--- src/rtl/segdrv_pkg.sv ---
`timescale 1ns/1ps
package segdrv_pkg;

  // Strobes the control issues to the datapath each clk cycle.
  typedef struct packed {
    logic shiftStb;    // advance both chains one position
    logic captureStb;  // copy chain contents into output latches
  } segStrobe_t;

  // Bias rail selection, V1 highest to V4 lowest.
  typedef enum logic [1:0] {
    RAIL_V1 = 2'b00,
    RAIL_V2 = 2'b01,
    RAIL_V3 = 2'b10,
    RAIL_V4 = 2'b11
  } rail_e;

  function automatic rail_e pickRail(input logic dataBit, input logic alt);
    rail_e sel;
    case ({dataBit, alt})
      2'b10:   sel = RAIL_V1;
      2'b11:   sel = RAIL_V4;
      2'b01:   sel = RAIL_V3;
      default: sel = RAIL_V2;
    endcase
    return sel;
  endfunction

endpackage

--- src/rtl/segdrv_ctrl.sv ---
`timescale 1ns/1ps
module segdrv_ctrl
  import segdrv_pkg::*;
(
  input  logic       clk,
  input  logic       rstN,
  input  logic       shiftClk,
  input  logic       loadEn,
  output segStrobe_t strobe
);

  logic shiftClkQ;

  // Remember last sampled shift clock to find high-to-low transitions.
  always_ff @(posedge clk) begin
    if (!rstN) shiftClkQ <= 1'b0;
    else       shiftClkQ <= shiftClk;
  end

  always_comb begin
    strobe.shiftStb   = shiftClkQ & ~shiftClk;
    strobe.captureStb = loadEn;
  end

endmodule

--- src/rtl/segdrv_datapath.sv ---
`timescale 1ns/1ps
module segdrv_datapath
  import segdrv_pkg::*;
#(
  parameter int CHAIN_LEN  = 20,
  parameter int NUM_CHAINS = 2,
  localparam int COLS      = CHAIN_LEN * NUM_CHAINS,
  localparam int CODE_W    = 2 * COLS
)(
  input  logic                  clk,
  input  logic                  rstN,
  input  segStrobe_t            strobe,
  input  logic [NUM_CHAINS-1:0] serIn,
  input  logic                  altFrame,
  output logic [NUM_CHAINS-1:0] serOut,
  output logic [CODE_W-1:0]     railCode
);

  logic [COLS-1:0] chainBits;
  logic [COLS-1:0] latched;

  // One shift chain per serial input; index 0 is the entry column.
  for (genvar c = 0; c < NUM_CHAINS; c++) begin : g_chain
    logic [CHAIN_LEN-1:0] stage;

    always_ff @(posedge clk) begin
      if (!rstN)                stage <= '0;
      else if (strobe.shiftStb) stage <= {stage[CHAIN_LEN-2:0], serIn[c]};
    end

    assign serOut[c] = stage[CHAIN_LEN-1];
    assign chainBits[c*CHAIN_LEN +: CHAIN_LEN] = stage;
  end

  // Output latches: follow chains while capture strobe is high.
  always_ff @(posedge clk) begin
    if (!rstN)                  latched <= '0;
    else if (strobe.captureStb) latched <= chainBits;
  end

  // Per-column rail selection from latched bit and alternation input.
  for (genvar k = 0; k < COLS; k++) begin : g_rail
    assign railCode[2*k +: 2] = pickRail(latched[k], altFrame);
  end

endmodule

--- src/rtl/lcd_seg_driver.sv ---
`timescale 1ns/1ps
module lcd_seg_driver
  import segdrv_pkg::*;
#(
  parameter int CHAIN_LEN = 20,
  localparam int NUM_CHAINS = 2,
  localparam int CODE_W     = 2 * CHAIN_LEN * NUM_CHAINS
)(
  input  logic              clk,
  input  logic              rstN,
  input  logic              shiftClk,
  input  logic              serInA,
  input  logic              serInB,
  input  logic              loadEn,
  input  logic              altFrame,
  output logic              serOutA,
  output logic              serOutB,
  output logic [CODE_W-1:0] railCode
);

  segStrobe_t            strobe;
  logic [NUM_CHAINS-1:0] serOutVec;

  segdrv_ctrl u_ctrl (
    .clk      (clk),
    .rstN     (rstN),
    .shiftClk (shiftClk),
    .loadEn   (loadEn),
    .strobe   (strobe)
  );

  segdrv_datapath #(
    .CHAIN_LEN  (CHAIN_LEN),
    .NUM_CHAINS (NUM_CHAINS)
  ) u_dp (
    .clk      (clk),
    .rstN     (rstN),
    .strobe   (strobe),
    .serIn    ({serInB, serInA}),
    .altFrame (altFrame),
    .serOut   (serOutVec),
    .railCode (railCode)
  );

  assign serOutA = serOutVec[0];
  assign serOutB = serOutVec[1];

endmodule

--- config.mk ---
export PLATFORM = sky130hd
export DESIGN_NAME = lcd_seg_driver
export DESIGN_NICKNAME = d
export VERILOG_FILES = /design/src/rtl/segdrv_pkg.sv /design/src/rtl/segdrv_ctrl.sv /design/src/rtl/segdrv_datapath.sv /design/src/rtl/lcd_seg_driver.sv
export SDC_FILE = /design/constraint.sdc
export NUM_CORES = 1
export LEC_CHECK = 0
export BUFFER_PORTS_ARGS = -buffer_cell sky130_fd_sc_hd__buf_2
export CAP_MARGIN = 40
export CORE_MARGIN = 2
export CORE_UTILIZATION = 40
export DETAILED_ROUTE_END_ITERATION = 7
export MAX_ROUTING_LAYER = met4
export SETUP_SLACK_MARGIN = 0.1
export SYNTH_ARGS = -nofsm -noshare
export SYNTH_HDL_FRONTEND = slang
export SYNTH_SLANG_ARGS = --single-unit
--- constraint.sdc ---
create_clock -name clk -period 1.2 [get_ports clk]
set_clock_uncertainty 0.15 [all_clocks]
set_input_delay 0.06 -clock clk [delete_from_list [all_inputs] [get_ports clk]]
set_output_delay 0.06 -clock clk [all_outputs]
set_load 0.02 [all_outputs]
# Word level (Yosys, flattened, before mapping)
# Cells that the tools add are included.
# word_totals
register_bits,81
latchBits,0
mem_bits_rw,0
rom_bits,0
inputBits,7
output_inout_bits,82
elab_cells,166
n_memories,0
# op_classes
addsub,0
mul,0
div_mod_pow,0
order_cmp,0
eq_ne,120
n_shift,0
n_mux,40
bitwise,2
n_reduce_logical,0
# ops
cell,n
case mux 2 bit (3 select lines),40
== test 2 bit (second input constant),80
== test 2 x 1 -> 1 bit (second input constant),40
bitwise AND 1 bit,1
inverter 1 bit,1

# Logic depth before layout (Yosys ltp)
# Gate-level depths: netlist of the first run.
# logic_depth
ltp_word,2
ltp_mapped,4

# Modules after synthesis
# A second synthesis of the first run with hierarchy kept.
# unflattened
cells_unflattened,424
hier_area_um2,4575.6
# by_module_without_submodules
mod,n_inst,cells_per_inst,area_per_inst_um2,seq_area_each_um2
segdrv_datapath,1,420,4531.8,1601.5
segdrv_ctrl,1,4,43.8,20.0

# Least setup slack after synthesis of the first run
# OpenSTA, ideal clock, no wires.
# synth_timing
path_kind,reg-to-output
from,reg u_dp.latched[6]
to,out railCode[13]
t_arrival_ps,863
slack_ps,127
stages_incl_launch_ff,4
cell_sequence,dfxtp_1 -> inv_1 -> ha_1 -> or2_2
# synth_between
elab_chain_len,2
# synth_rtl
element,line,source
start: declaration,segdrv_datapath.sv:20,logic [COLS-1:0] latched;
start signal: assignment,segdrv_datapath.sv:38,else if (strobe.captureStb) latched <= chainBits;
== test 2 x 1 -> 1 bit or == test 2 bit (tied branches),segdrv_pkg.sv:20,"case ({dataBit, alt})"
case mux 2 bit (3 select lines) (*),segdrv_pkg.sv:20,
end: declaration,lcd_seg_driver.sv:18,output logic [CODE_W-1:0] railCode
# Every way passes the cells marked *; elsewhere a longest branch is shown, timed or not.

# Worst setup path after layout of the first run
# layout_timing
from,reg u_dp.latched[0]
to,out railCode[1]
# Same word-level chain as after synthesis.

==> flow_metrics.tcl, run 1 <==
set metrics [dict create \
    die_w_um 109 \
    ys_types 14 \
    grt_use_total_pct 16.0 \
    clockBufferDepth 2 \
    h-tree-depth 3 \
    p_int_uw 4350 \
    max_stage_delay_ns 0.34 \
    die_h_um 109 \
    fmax_ghz 0.674 \
    worst_slew_pin_slew_ns 0.340 \
    grt_pass1_vias 3136 \
    layout_commonest_cell "buf_6" \
    num_vias 3113 \
    final_cell_mix "buf_6 (80), mux2i_1 (78), nand2_1 (42)" \
    worstSetupPathType "reg2out" \
    drt_iter0_drc 82 \
    dieArea_um2 12000 \
    max_slew_margin_pct 77.3 \
    min_period_ns 1.48 \
    gp_congestion 0.692 \
    dr.pass1.iters 3 \
    vias_per_cell 4.61 \
    required_ns 0.99 \
    post-route-period-util_pct 124 \
    nNetsFinal 617 \
    seq_area_frac_synth_pct 36.5 \
    critPathCaptureType "output pin" \
    rows 38 \
    power_leakage_uw 0.00277 \
    cts_num_sinks 81 \
    syn_to_final_growth_pct 51.4 \
    synth.area.top_cells "dfxtp_1 (37%), ha_1 (23%), mux2i_1 (18%), nor2b_1 (5.6%), or2_2 (5.6%)" \
    finalSetupViolCount 85 \
    grt_pass1_wl_mm 14.5 \
    path_max_fanout 3 \
    power_density_nw_per_um2 878 \
    pre_cts_slack_ns -0.0578 \
    core_um2 10800 \
    clkTransAtPathRegs_ns 0.09 \
    violations "setup timing" \
    crit_arrival_ns 1.27 \
    power_frac_comb_pct 19.5 \
    synthesis.area_um2 4440 \
    hold_violations 0 \
    syn_area_per_cell_um2 10.5 \
    numPortBuffers 88 \
    p_sw_uw 1560 \
    routed_wl_mm 8.92 \
    wire_per_inst_um 13.2 \
    antenna_found_initial 1 \
    swShare_pct 26.4 \
    syn_nets 511 \
    status "finished, violations left" \
    insertion_delay_ns 0.35 \
    power_frac_seq_pct 45.5 \
    pin_count 89 \
    grt-ovfl-total 0 \
    grt_max_degree 47 \
    tns_ns -15.18 \
    drive_gt1_share_pct 57.2 \
    synth.yosys.warnings 0 \
    nFillCells 863 \
    synth_cells 424 \
    critPathLaunchType "flop" \
    start_util_pct 41.0 \
    hp-class "in2reg" \
    setup_ws_ns -0.285 \
    synth_top_area_cell "dfxtp_1" \
    cts_buffers 9 \
    drv_slew 0 \
    cp_slowest_cell "dfxtp_2" \
    whs_ns 0.0316 \
    cts_tree "done" \
    drcViolationCount 0 \
    ys_ff_latch 81 \
    crit_chain "ha_1 -> or2_4 -> buf_6" \
    peakVddDrop_mv 0.514 \
    root_buffer "clkbuf_8" \
    drv_cap 0 \
    antenna_left 0 \
    synth_top_area_share_pct 36.5 \
    rsz0062_at_grt "yes" \
    clkPwrFrac_pct 35.0 \
    dp_hpwl_mm 5.09 \
]
==> power groups by stage <==
stage	logic, uW	clock network (uW)	registers (uW)
2_1_floorplan	527	0	2760
3_3_place_gp	715	0	2760
3_5_place_dp	727	0	2760
4_1_cts	1170	2130	2690
5_1_grt	1230	2240	2680
6_report	1150	2070	2680
==> per-stage QoR <==
stage,util (%),instances,power [uW],instance area (um^2)
2_1_floorplan,-,424,3280,4440
3_3_place_gp,46.5,642,3470,5040
3_5_place_dp,46.5,642,3480,5040
4_1_cts,62.4,678,5990,6770
5_1_grt,62.0,676,6160,6720
6_report,62.0,676,5900,6720
==> Yosys cell counts <==
| master | n |
|---|---|
| mux2i_1 | 80 |
| nor2b_1 | 40 |
| buf_6 | 5 |
| nand2_1 | 42 |
| dfxtp_1 | 81 |
| and2_2 | 1 |
| buf_4 | 2 |
| clkbuf_1 | 4 |
| ha_1 | 80 |
| or2_2 | 40 |
| nor2b_4 | 1 |
| inv_1 | 40 |
| buf_2 | 4 |
| buf_12 | 4 |
==> metal layers <==
layer  GRT usage (%)  wire length [um]  share of wire (%)  up-vias
met2            29.1              4660                 52       61
li1                -                 -                  -     1577
met3            3.62               342                3.8       11
met4            4.61                84               0.94        0
met5               -                 0                  0        -
met1            17.2              3840                 43     1464
==> registers in the layout, summed over array words and instances (netlist names) <==
| name | count |
|---|---|
| u_dp.g_chain.stage | 40 |
| u_dp.latched | 40 |
| u_ctrl.shiftClkQ | 1 |
==> worst paths after layout <==
path | end | start | cells past startpoint | slack [ns]
setup reg to reg | u_dp.g_chain[0].stage[9] | u_ctrl.shiftClkQ | 4 | -0.05
hold / removal | u_dp.latched[10] | rstN | 3 | 0.03
setup / recovery | railCode[1] | u_dp.latched[0] | 3 | -0.28
hold reg to reg | u_dp.g_chain[1].stage[19] | u_dp.g_chain[1].stage[19] | 2 | 0.32
==> critical path: cells and delay by family, from the launching register on <==
family        cells  cell delay, ns
buf+inv           1            0.13
simple gates      1            0.26
fa+ha+maj         1            0.19
flops             1            0.34
==> timing repair <==
item                                    CTS  global route
gates cloned                              6             0
endpoints found under the setup margin  119           121
pin swaps                                62             7
endpoints found under the hold margin     3             0
buffers inserted                         11             1
hold buffers                              3             0
gates resized for setup                 374            20
==> cell families after synthesis <==
| kind of cell | after synthesis | synth area share (%) |
|---|---|---|
| and+or+nand+nor | 124 | 15.3 |
| DFF | 81 | 36.5 |
| buffers and inverters | 59 | 7.58 |
| adders and majority gates | 80 | 22.5 |
| muxes | 80 | 18.0 |
==> cell type report <==
class,instances,area [um^2],area share (%)
antenna,1,2.50,0.0372
clock buffer,10,138,2.05
clock inverter,6,72.6,1.08
inverter,40,163,2.42
multi-input combinational,284,3120,46.4
sequential,81,1690,25.1
tap,140,175,2.61
timing repair buffer,114,1360,20.3
(Power assumes the default switching activity.)
==> inputs of run 2 (changes only) <==
- clock period: 1.2 -> 1.85 ns (I/O delays scaled with it)
==> run 2 against run 1 <==
Net effect:
- final area is 23% lower
- register-to-register slack better by 0.70 ns
- power decreased by 38%
- non-clock buffer count fell by 20
- sequential cell count is the same
- critical path depth grew 1
- combinational power shrank 61%
- clock-buffer cell count down 1
- global-route usage shrank 3.8 points
- cell count is 3.6% lower
- critical path type unchanged
- critical endpoint is now railCode[77]
- the flow now finishes without violations
- via count fell by 8.3%
==> flow_metrics.tcl, run 2 (synthesized netlist as in run 1, its figures left out) <==
set metrics [dict create \
    status "completed" \
    rows 38 \
    clkPwrFrac_pct 39.8 \
    wire_per_inst_um 10.5 \
    pin_count 89 \
    cts_buffers 9 \
    cp_slowest_cell "dfxtp_1" \
    whs_ns 0.128 \
    grt-ovfl-total 0 \
    holdBufCountCts 3 \
    power_frac_comb_pct 12.2 \
    syn_to_final_growth_pct 16.7 \
    dieArea_um2 12000 \
    num_antenna_cells 0 \
    worstSetupPathType "reg2out" \
    worst_hold_path.endpoint "u_dp.latched[11]" \
    grt_max_degree 84 \
    r2r-end "u_dp.g_chain[1].stage[11]" \
    nNetsFinal 597 \
    drv_slew 0 \
    reg2reg_depth 3 \
    crit_chain "inv_1 -> ha_1 -> or2_2 -> buf_2" \
    grt_pass1_wl_mm 11.4 \
    drive_gt1_share_pct 28.5 \
    critPathLaunchType "flop" \
    power_leakage_uw 0.00235 \
    min_period_ns 1.64 \
    num_vias 2856 \
    core_um2 10800 \
    crit_arrival_ns 1.40 \
    grt_pass1_vias 2595 \
    start_util_pct 41.0 \
    cts_setup_buffers 0 \
    dpl.cell_count 636 \
    fmax_ghz 0.609 \
    critPathCaptureType "output pin" \
    required_ns 1.61 \
    path_buf_inv 2 \
    numPortBuffers 88 \
    utilization_pct 47.8 \
    p_sw_uw 850 \
    die_h_um 109 \
    die_w_um 109 \
    drcViolationCount 0 \
    r2r_start "u_ctrl.shiftClkQ" \
    report.power.total_uw 3640 \
    post-route-period-util_pct 88.8 \
    hold_violations 0 \
    min-delay-start "rstN" \
    h-tree-depth 3 \
    rsz0062_at_grt "no" \
    power_density_nw_per_um2 703 \
    cts_num_sinks 81 \
    power_frac_seq_pct 48.0 \
    path_max_fanout 3 \
    crit_family "flip-flops" \
    final_cell_mix "buf_2 (87), dfxtp_1 (81), mux2i_1 (80), ha_1 (80), nand2_1 (42)" \
    dr.pass1.iters 4 \
    root_buffer "clkbuf_8" \
    vias_per_cell 4.38 \
    antenna_left 0 \
    max_stage_delay_ns 0.36 \
    tns_ns 0 \
    peakVddDrop_mv 0.381 \
    clockBufferDepth 2 \
    cts_tree "done" \
    holdPathStages 3 \
    fin_cells 652 \
    dp_hpwl_mm 4.59 \
    top_regs "u_dp.g_chain.stage x40, u_dp.latched x40, u_ctrl.shiftClkQ x1" \
    max_slew_margin_pct 42.9 \
    p_int_uw 2790 \
    antenna_found_initial 0 \
    routed_wl_mm 6.81 \
    drv_cap 0 \
    finalSetupViolCount 0 \
    ff2ff_setup_slack_ns 0.65 \
    clkTransAtPathRegs_ns 0.08 \
    hp-class "in2reg" \
    gp_congestion 0.691 \
    swShare_pct 23.3 \
    grt_use_total_pct 12.2 \
    insertion_delay_ns 0.34 \
    ctsResizeCount 0 \
    layout_commonest_cell "buf_2" \
    drt_iter0_drc 47 \
    worst_slew_pin_slew_ns 0.856 \
]
-- run 2: worst max path at each step --
stage	to	cells after the start	slack, ns	from
after floorplan	railCode[13]	3	0.74	u_dp.latched[6]
after global placement	railCode[77]	4	0.26	altFrame
after detailed placement	railCode[77]	4	0.22	altFrame
after CTS	railCode[77]	4	0.15	u_dp.latched[38]
after global routing	railCode[77]	4	0.12	u_dp.latched[38]
final	railCode[77]	4	0.21	u_dp.latched[38]
-- run 2: power by group through the flow --
stage          logic, uW  registers, uW  clock network (uW)
2_1_floorplan        342           1790                   0
3_3_place_gp         441           1790                   0
3_5_place_dp         448           1790                   0
4_1_cts              455           1750                1500
5_1_grt              489           1750                1550
6_report             445           1750                1450
-- run 2: tightest hold or removal path, stage by stage --
cell     delay [ns]
buf_2          0.12
buf_12         0.19
nor2b_1        0.16
-- run 2: area by class of cell --
cell class	instances	area, um^2
sequential	81	1620
clock inverter	4	95.1
timing repair buffer	94	533
clock buffer	9	124
fill	1021	5660
multi-input combinational	284	2480
tap	140	175
inverter	40	150
-- run 2: routing by layer --
| layer | wire length, um | up-vias | track usage (%) |
|---|---|---|---|
| li1 | - | 1525 | - |
| met1 | 3340 | 1266 | 14.5 |
| met2 | 3100 | 56 | 20.1 |
| met3 | 275 | 9 | 2.49 |
| met4 | 97 | 0 | 4.88 |
| met5 | 0 | - | - |
-- run 2: stage by stage --
step | worst slack, ns | cell area, um^2
after floorplan | 0.745 | 4440
after global placement | 0.260 | 4930
after detailed placement | 0.220 | 4930
after CTS | 0.151 | 5180
after global routing | 0.119 | 5180
final | 0.208 | 5180
==> inputs of run 3 (changes only) <==
- SYNTH_HIERARCHICAL: unset -> 1
==> run 3 against run 2 <==
Net effect:
- register-to-register slack got worse by 0.11 ns
- sequential power barely moved
- maximum frequency grew 1.6%
- global-route usage decreased by 0.46 points
- setup slack improved by 0.026 ns
- critical endpoint is now railCode[57]
==> flow_metrics.tcl, run 3 <==
set metrics [dict create \
    status "completed" \
    cts_tree "done" \
    max_stage_delay_ns 0.37 \
    fin_cells 658 \
    gp_congestion 0.642 \
    drcViolationCount 0 \
    drv_slew 0 \
    cts_num_sinks 81 \
    ys.flop_type "dfxtp_1" \
    tns_ns 0 \
    grt_max_degree 81 \
    hold_violations 0 \
    cts_setup_buffers 0 \
    cts_buffers 9 \
    insertion_delay_ns 0.32 \
    start_util_pct 40.6 \
    num_vias 2913 \
    die_h_um 111 \
    synth-edff-count 0 \
    dieArea_um2 12300 \
    r2r_start "u_ctrl/shiftClkQ" \
    clkTransAtPathRegs_ns 0.06 \
    rsz0062_at_grt "no" \
    root_buffer "clkbuf_16" \
    critPathLaunchType "flop" \
    final_cell_mix "buf_2 (88), dfxtp_1 (81), mux2i_1 (80), nor2b_1 (80), ha_1 (80)" \
    grt_pass1_vias 2650 \
    regArea_um2 1620 \
    die_w_um 111 \
    worstSetupPathType "reg2out" \
    synth_top_area_share_pct 35.4 \
    power_leakage_uw 0.00237 \
    syn_area_per_cell_um2 10.8 \
    dpl.cell_count 639 \
    whs_ns 0.117 \
    multiInputGateArea_um2 2570 \
    grt_pass1_wl_mm 11.8 \
    antenna_found_initial 0 \
    synth_common_cells "dfxtp_1 (81), ha_1 (80), mux2i_1 (80), nor2b_1 (80)" \
    crit_arrival_ns 1.37 \
    critPathCaptureType "output pin" \
    synth_top_area_cell "dfxtp_1" \
    synth_cells 424 \
    seq_area_frac_synth_pct 35.4 \
    fmax_ghz 0.619 \
    numPortBuffers 88 \
    wire_per_inst_um 10.5 \
    grt_use_total_pct 11.7 \
    routed_wl_mm 6.88 \
    worst_slew_pin_slew_ns 0.460 \
    finalSetupViolCount 0 \
    drt_iter0_drc 34 \
    core_um2 11300 \
    peakVddDrop_mv 0.524 \
    synth.most_common_cell "dfxtp_1" \
    setup_ws_ns 0.234 \
    h-tree-depth 3 \
    nFillCells 1089 \
    ys_types 12 \
    dp_hpwl_mm 4.56 \
    ys_ff_latch 81 \
    power_density_nw_per_um2 738 \
    path_max_fanout 3 \
    nNetsFinal 597 \
    vias_per_cell 4.43 \
    grt-ovfl-total 0 \
    min-delay-start "rstN" \
    crit_path_start "u_dp/latched[28]" \
    rows 39 \
    layout_commonest_cell "buf_2" \
    drive_gt1_share_pct 28.9 \
    ys_async_sr_fraction_pct 0 \
    synth.area.top_cells "dfxtp_1 (35%), ha_1 (22%), mux2i_1 (18%), nor2b_1 (11%), or2_2 (5.5%)" \
    pin_count 89 \
    cp_slowest_cell "dfxtp_1" \
    min_period_ns 1.62 \
    hp-class "in2reg" \
    syn_nets 511 \
    syn_to_final_growth_pct 17.2 \
    pre_cts_slack_ns 0.462 \
    synth.yosys.warnings 6 \
    crit_chain "inv_1 -> ha_1 -> or2_2 -> buf_2" \
    synthesis.area_um2 4580 \
    required_ns 1.61 \
    clockBufferDepth 2 \
    dr.pass1.iters 4 \
    max_slew_margin_pct 69.3 \
    antenna_left 0 \
    post-route-period-util_pct 87.4 \
    drv_cap 0 \
    num_antenna_cells 0 \
    top_regs "u_dp/g_chain.stage x40, u_dp/latched x40, u_ctrl/shiftClkQ x1" \
]
## run 3: cell families after synthesis
logic type	Yosys count	synth area share, %
simple gates	122	16.8
fa+ha+maj	80	21.9
flops	81	35.4
buf+inv	61	8.42
mux	80	17.5
## run 3: report_power, final
group | total, uW | internal [uW] | switching (uW)
combinational | 452 | 186 | 267
sequential | 1750 | 1750 | 2.24
clock | 1760 | 1080 | 675
total | 3960 | 3020 | 944
## run 3: cell type report
cell class                      count  area share, %
Inverter                           40           2.80
Sequential cell                    81           30.2
Clock buffer                       12           4.60
Multi-Input combinational cell    282           47.9
Tap cell                          143           3.34
Clock inverter                      4          0.980
Timing Repair Buffer               96           10.2
## run 3: path summary, 6_finish.rpt
path                          endpoint  slack [ns]  cells after the start
max                       railCode[57]        0.23                      4
min           u_dp/g_chain[0].stage[9]        0.12                      2
max reg2reg  u_dp/g_chain[0].stage[11]        0.54                      4
min reg2reg           u_dp/latched[10]        0.39                      2
## run 3: what timing repair did
item | in CTS | in global routing
endpoints found under the hold margin | 3 | 0
setup endpoints to repair | 0 | 0
hold buffers | 3 | 0
gates resized for setup | 0 | 0
## run 3: per-stage QoR
stage | cell area [um^2] | utilization (%) | total power [uW]
after CTS | 5360 | 47.6 | 4040
after floorplan | 4580 | - | 2150
after global routing | 5360 | 47.6 | 4140
final | 5360 | 47.6 | 3960
after detailed placement | 5030 | 44.7 | 2250
after global placement | 5030 | 44.7 | 2240
## run 3: per-layer routing
metal	track usage (%)	up-vias	routed length, um
met1	13.5	1332	3260
met3	2.35	9	275
met2	20.0	50	3240
met5	-	-	0
li1	-	1522	-
met4	4.75	0	108
## run 3: worst max-delay path, delay by kind of cell, from the launching register on
family / cells / cell delay (ns)
fa+ha+maj: 1 / 0.18
buf+inv: 2 / 0.23
flops: 1 / 0.37
simple gates: 1 / 0.27
